`src/rtl/pbs_pkg.sv`:
```
package pbs_pkg;

    typedef enum logic [1:0] {
        PH_IDLE   = 2'd0,
        PH_SETUP  = 2'd1,
        PH_ENABLE = 2'd2
    } phase_e;

    // Phases in which the command port may hand over a new request
    function automatic logic phase_takes_request(phase_e p);
        return (p == PH_IDLE) || (p == PH_ENABLE);
    endfunction

    function automatic phase_e phase_next(phase_e p, logic take);
        phase_e n;
        case (p)
            PH_IDLE:   n = take ? PH_SETUP : PH_IDLE;
            PH_SETUP:  n = PH_ENABLE;
            PH_ENABLE: n = take ? PH_SETUP : PH_IDLE;
            default:   n = PH_IDLE;
        endcase
        return n;
    endfunction

endpackage

```
`src/rtl/pbs_phase_ctrl.sv`:
```
module pbs_phase_ctrl
    import pbs_pkg::*;
(
    input  logic   clk,
    input  logic   rst,
    input  logic   req_valid,
    output logic   req_ready,
    output logic   take,
    output phase_e phase
);

    phase_e phase_q;

    assign req_ready = phase_takes_request(phase_q);
    assign take      = req_valid && req_ready;
    assign phase     = phase_q;

    always_ff @(posedge clk) begin
        if (rst) phase_q <= PH_IDLE;
        else     phase_q <= phase_next(phase_q, take);
    end

    // setup lasts one cycle and is always followed by access
    a_r3_setup_then_enable: assert property (@(posedge clk) disable iff (rst)
        phase_q == PH_SETUP |=> phase_q == PH_ENABLE);

    // access without a new request returns to idle
    a_r7_enable_to_idle: assert property (@(posedge clk) disable iff (rst)
        (phase_q == PH_ENABLE && !req_valid) |=> phase_q == PH_IDLE);

endmodule

```
`src/rtl/pbs_cmd_reg.sv`:
```
module pbs_cmd_reg #(
    parameter int ADDR_W = 16,
    parameter int DATA_W = 32
) (
    input  logic              clk,
    input  logic              rst,
    input  logic              take,
    input  logic [ADDR_W-1:0] in_addr,
    input  logic              in_write,
    input  logic [DATA_W-1:0] in_wdata,
    output logic [ADDR_W-1:0] cur_addr,
    output logic              cur_write,
    output logic [DATA_W-1:0] cur_wdata
);

    always_ff @(posedge clk) begin
        if (rst) begin
            cur_addr  <= '0;
            cur_write <= 1'b0;
            cur_wdata <= '0;
        end else if (take) begin
            cur_addr  <= in_addr;
            cur_write <= in_write;
            cur_wdata <= in_wdata;
        end
    end

endmodule

```
`src/rtl/pbs_sel_decode.sv`:
```
module pbs_sel_decode #(
    parameter int ADDR_W  = 16,
    parameter int NUM_SEL = 4
) (
    input  logic               active,
    input  logic [ADDR_W-1:0]  addr,
    output logic [NUM_SEL-1:0] sel
);

    localparam int SEL_BITS = (NUM_SEL > 1) ? $clog2(NUM_SEL) : 1;

    logic [SEL_BITS-1:0] region;
    assign region = addr[ADDR_W-1 -: SEL_BITS];

    for (genvar i = 0; i < NUM_SEL; i++) begin : g_sel
        assign sel[i] = active && (region == SEL_BITS'(i));
    end

endmodule

```
`src/rtl/pbs_resp_capture.sv`:
```
module pbs_resp_capture #(
    parameter int DATA_W = 32
) (
    input  logic              clk,
    input  logic              rst,
    input  logic              in_access,
    input  logic              is_write,
    input  logic [DATA_W-1:0] bus_rdata,
    output logic              done,
    output logic [DATA_W-1:0] rdata_out
);

    always_ff @(posedge clk) begin
        if (rst) begin
            done      <= 1'b0;
            rdata_out <= '0;
        end else begin
            done <= in_access;
            if (in_access && !is_write) rdata_out <= bus_rdata;
        end
    end

    // a completed write leaves the read data untouched
    a_r6_write_keeps_rdata: assert property (@(posedge clk) disable iff (rst)
        (in_access && is_write) |=> $stable(rdata_out));

endmodule

```
`src/rtl/pbus_sequencer.sv`:
```
module pbus_sequencer
    import pbs_pkg::*;
#(
    parameter int ADDR_W  = 16,
    parameter int DATA_W  = 32,
    parameter int NUM_SEL = 4
) (
    input  logic               clk,
    input  logic               rst,
    input  logic               req_valid,
    output logic               req_ready,
    input  logic [ADDR_W-1:0]  req_addr,
    input  logic               req_write,
    input  logic [DATA_W-1:0]  req_wdata,
    output logic               done,
    output logic [DATA_W-1:0]  rdata_out,
    output logic [NUM_SEL-1:0] bus_sel,
    output logic               bus_enable,
    output logic [ADDR_W-1:0]  bus_addr,
    output logic               bus_write,
    output logic [DATA_W-1:0]  bus_wdata,
    input  logic [DATA_W-1:0]  bus_rdata
);

    phase_e phase;
    logic   take;
    logic   busy;
    logic   access;

    pbs_phase_ctrl u_ctrl (
        .clk       (clk),
        .rst       (rst),
        .req_valid (req_valid),
        .req_ready (req_ready),
        .take      (take),
        .phase     (phase)
    );

    pbs_cmd_reg #(.ADDR_W(ADDR_W), .DATA_W(DATA_W)) u_cmd (
        .clk       (clk),
        .rst       (rst),
        .take      (take),
        .in_addr   (req_addr),
        .in_write  (req_write),
        .in_wdata  (req_wdata),
        .cur_addr  (bus_addr),
        .cur_write (bus_write),
        .cur_wdata (bus_wdata)
    );

    assign busy   = (phase != PH_IDLE);
    assign access = (phase == PH_ENABLE);
    assign bus_enable = access;

    pbs_sel_decode #(.ADDR_W(ADDR_W), .NUM_SEL(NUM_SEL)) u_dec (
        .active (busy),
        .addr   (bus_addr),
        .sel    (bus_sel)
    );

    pbs_resp_capture #(.DATA_W(DATA_W)) u_resp (
        .clk       (clk),
        .rst       (rst),
        .in_access (access),
        .is_write  (bus_write),
        .bus_rdata (bus_rdata),
        .done      (done),
        .rdata_out (rdata_out)
    );

    // never more than one select line
    a_r3_sel_onehot: assert property (@(posedge clk) disable iff (rst)
        $onehot0(bus_sel));

    // enable only with a select line high
    a_r7_enable_needs_sel: assert property (@(posedge clk) disable iff (rst)
        bus_enable |-> (bus_sel != '0));

    // controls hold from setup into access
    a_r4_stable_into_access: assert property (@(posedge clk) disable iff (rst)
        ((bus_sel != '0) && !bus_enable) |=>
            (bus_enable && $stable(bus_addr) && $stable(bus_sel) && $stable(bus_write)));

    // one completion strobe for each access cycle
    a_r5_done_after_access: assert property (@(posedge clk) disable iff (rst)
        bus_enable |=> done);

    // no acknowledge during setup
    a_r2_no_ready_in_setup: assert property (@(posedge clk) disable iff (rst)
        ((bus_sel != '0) && !bus_enable) |-> !req_ready);

endmodule

```
`config.mk`:
```
export PLATFORM = sky130hd
export DESIGN_NAME = pbus_sequencer
export DESIGN_NICKNAME = d
export VERILOG_FILES = /design/src/rtl/pbs_pkg.sv /design/src/rtl/pbs_phase_ctrl.sv /design/src/rtl/pbs_cmd_reg.sv /design/src/rtl/pbs_sel_decode.sv /design/src/rtl/pbs_resp_capture.sv /design/src/rtl/pbus_sequencer.sv
export SDC_FILE = /design/constraint.sdc
export NUM_CORES = 1
export LEC_CHECK = 0
export BUFFER_PORTS_ARGS = -buffer_cell sky130_fd_sc_hd__buf_2
export CAP_MARGIN = 15
export CORE_UTILIZATION = 25
export DETAILED_ROUTE_END_ITERATION = 16
export SETUP_SLACK_MARGIN = 0.15
export SKIP_LAST_GASP = 1
export SYNTH_ARGS = -nofsm -noshare
export SYNTH_HDL_FRONTEND = slang
export SYNTH_SLANG_ARGS = --single-unit
```
`constraint.sdc`:
```
create_clock -name clk -period 1.45 [get_ports clk]
set_input_delay 0.2175 -clock clk [delete_from_list [all_inputs] [get_ports clk]]
set_output_delay 0.2175 -clock clk [all_outputs]
set_load 0.02 [all_outputs]
```
==> impl_metrics.json <==
{
  "outcome": "finished, final reports clean",
  "clock-sinks": 84,
  "dieArea_sq_um": 12150,
  "worstPathMaxFanout": 32,
  "synth_xor_area_share_pct": 0,
  "start_kind": "flip-flop",
  "clk_path_buf_depth": 2,
  "vdd_drop_max_v": 0.0007380,
  "multi_input_area_sq_um": 1142,
  "finalSetupTns_ns": 0,
  "syn2layout_area_growth_pct": 46.48,
  "min_period_over_period_pct": 93.00,
  "grt-ovfl-total": 0,
  "switchingPower_mw": 1.283,
  "yosysMostFrequentCell": "nand2_1",
  "routabilityCongestion": 0.6734,
  "htreeDepth": 3,
  "grtUsageTotal_pct": 12.48,
  "setup_violations": 0,
  "clk_latency_ns": 0.33,
  "required_ns": 1.66,
  "ys_warn_count": 0,
  "relSlewSlack_pct": 75.65,
  "drt_iter0_drc": 168,
  "synthDistinctLibCells": 14,
  "seqCellArea_sq_um": 1694,
  "start_util_pct": 25.65,
  "switching_share_pct": 24.85,
  "synth_area_sq_um": 2929,
  "portBuffers": 171,
  "fin_skew_ns": 0.003604,
  "crit_type": "reg2reg",
  "path_clk_slew_ns": 0.06,
  "tightest_slew_ns": 0.3652,
  "ys_ff_latch": 84,
  "holdCritPathClass": "in2reg",
  "cts_buffers": 9,
  "num_antenna_cells": 0,
  "crit_path_end_kind": "flip-flop",
  "syn_avg_cell_area_sq_um": 7.916,
  "ys_seq_area_share_pct": 57.41,
  "maxSlewViolCount": 0,
  "synthAdderAreaFrac_pct": 0,
  "synth_top_family_by_area": "simple AND/OR/NAND/NOR gates",
  "grt_pass1_vias": 2649,
  "holdBufCountCts": 0,
  "p_int_mw": 3.881,
  "hpwl_um": 5143,
  "cp_data_arrival_time_ns": 1.55,
  "synth_mux_area_share_pct": 0,
  "vias": 2953,
  "synth_nets": 454,
  "yosys-top-cells-area": "dfxtp_1, nand2_1, a21oi_1",
  "synth_edf_count": 0,
  "maxCapViolCount": 0,
  "fin_nets": 618,
  "core-area_sq_um": 11420,
  "cts_tree": "built",
  "row_count": 39,
  "drc": 0,
  "finalHoldViolations": 0,
  "power_leakage_nw": 2.007,
  "nFillCells": 1206,
  "routed_wl_um": 7586,
  "rsz0062_at_grt": "true",
  "viasPerCell": 4.330,
  "io_pins": 172,
  "synth_simple_gate_area_share_pct": 23.37,
  "drive_gt1_share_pct": 38.03,
  "firstDrtPassIters": 4,
  "yosysTopAreaCell": "dfxtp_1",
  "pwr-share-seq_pct": 47.9,
  "clock_power_share_pct": 39.4,
  "powerDensity_nw_per_um2": 1204,
  "cts_root_buffer": "clkbuf_16",
  "synthDominantCellAreaShare_pct": 57.41,
  "p_comb_share_pct": 12.7,
  "pre_cts_slack_ns": 0.1872,
  "synth-compound-area-share_pct": 14.01,
  "grt_max_degree": 85,
  "synthArstFlopShare_pct": 0,
  "wl_per_cell_um": 11.12,
  "period_needed_ns": 1.348,
  "ant_nets": 0,
  "yosys-top-cells-count": "nand2_1, dfxtp_1, a21oi_1, clkbuf_1, buf_2",
  "antenna_found_initial": 0,
  "die_y_um": 110.2,
  "grt_pass1_wl_um": 11660,
  "fp.dieW_um": 110.2,
  "netlist_instances": 370,
  "fmax_mhz": 741.6,
  "setup_ws_ns": 0.1016,
  "synth_flop_cell": "dfxtp_1"
}
[path summary, 6_finish.rpt]
path / startpoint / end / slack (ns) / cells past startpoint
setup reg to reg: u_ctrl.phase[0] / u_resp.rdata_out[26] / 0.10 / 5
hold / removal: req_wdata[9] / u_cmd.cur_wdata[9] / 0.12 / 3
hold reg to reg: u_resp.rdata_out[6] / u_resp.rdata_out[6] / 0.45 / 2
setup / recovery: u_ctrl.phase[0] / u_resp.rdata_out[26] / 0.10 / 5
[layout by cell type, fill, tap and decap left out]
cell / Yosys / final
buf_6: 4 / 2
nor2_4: 0 / 1
clkbuf_8: 0 / 1
buf_2: 11 / 167
clkbuf_1: 12 / 4
nor3_2: 0 / 2
nor2b_4: 0 / 2
nor2_1: 4 / 3
clkinv_2: 0 / 2
a21oi_1: 81 / 81
dfxtp_2: 0 / 1
dfxtp_4: 0 / 3
buf_4: 0 / 6
or3b_4: 0 / 1
nand2_1: 162 / 162
inv_1: 2 / 2
nor3b_4: 0 / 1
dfxtp_1: 84 / 80
buf_12: 0 / 5
clkbuf_16: 0 / 9
nor2b_1: 3 / 1
o21ai_2: 0 / 1
nand2b_2: 0 / 1
nor3_1: 3 / 1
[metal layers]
layer / share of wire, % / global-route usage, %
met4: 1.1 / 3.947
met1: 40 / 12.84
met2: 50 / 22.05
met3: 8.8 / 6.173
met5: 0 / 0
[layout make-up]
cell class	count	area share (%)
sequential	84	39.49
multi-input combinational	257	26.63
timing repair buffer	180	23.39
clock buffer	14	5.920
tap	143	4.170
clock inverter	2	0.2333
inverter	2	0.1750
[power groups by stage]
stage / sequential, mW / combinational [mW] / clock [mW]
3_3_place_gp: 2.52 / 0.639 / 0
4_1_cts: 2.47 / 0.661 / 2.13
3_5_place_dp: 2.52 / 0.648 / 0
2_1_floorplan: 2.64 / 0.235 / 0
5_1_grt: 2.48 / 0.729 / 2.22
6_report: 2.47 / 0.658 / 2.04
[through the flow]
| step | cells | hold slack, ns | total power, mW | util [%] | instance area [sq um] |
|---|---|---|---|---|---|
| 2_1_floorplan | 370 | 0.3535 | 2.879 | - | 2929 |
| 3_3_place_gp | 664 | 0.4391 | 3.155 | 34.59 | 3950 |
| 3_5_place_dp | 664 | 0.4435 | 3.170 | 34.59 | 3950 |
| 4_1_cts | 682 | 0.09324 | 5.261 | 37.42 | 4273 |
| 5_1_grt | 682 | 0.09339 | 5.438 | 37.57 | 4290 |
| 6_report | 682 | 0.1158 | 5.164 | 37.57 | 4290 |
[what timing repair did]
action                                 CTS  global route
pin swaps                                1             3
gates resized for setup                 17             5
endpoints found under the hold margin    0             0
setup endpoints to repair                5            38
setup buffers                            2             0
[critical path, cell delays in order (launching register included)]
cell and delay (ns):
dfxtp_4 0.36, buf_4 0.14, or3b_4 0.38, buf_12 0.17, nand2_1 0.09, a21oi_1 0.06
[sequential cells by signal, indices dropped and copies added (netlist names)]
signal,flops
u_cmd.cur_addr,16
u_cmd.cur_wdata,32
u_ctrl.phase,2
u_resp.rdata_out,32
u_resp.done,1
u_cmd.cur_write,1
[kinds of logic (layout without fill, tap and decap cells)]
family                 count (synthesis)  count (layout)
flip-flops                            84              84
AND/OR/NAND/NOR                      175             175
AO/OA/AOI/OAI                         82              82
buffers and inverters                 29             198
Note: power is estimated with default switching activity, not from simulation.
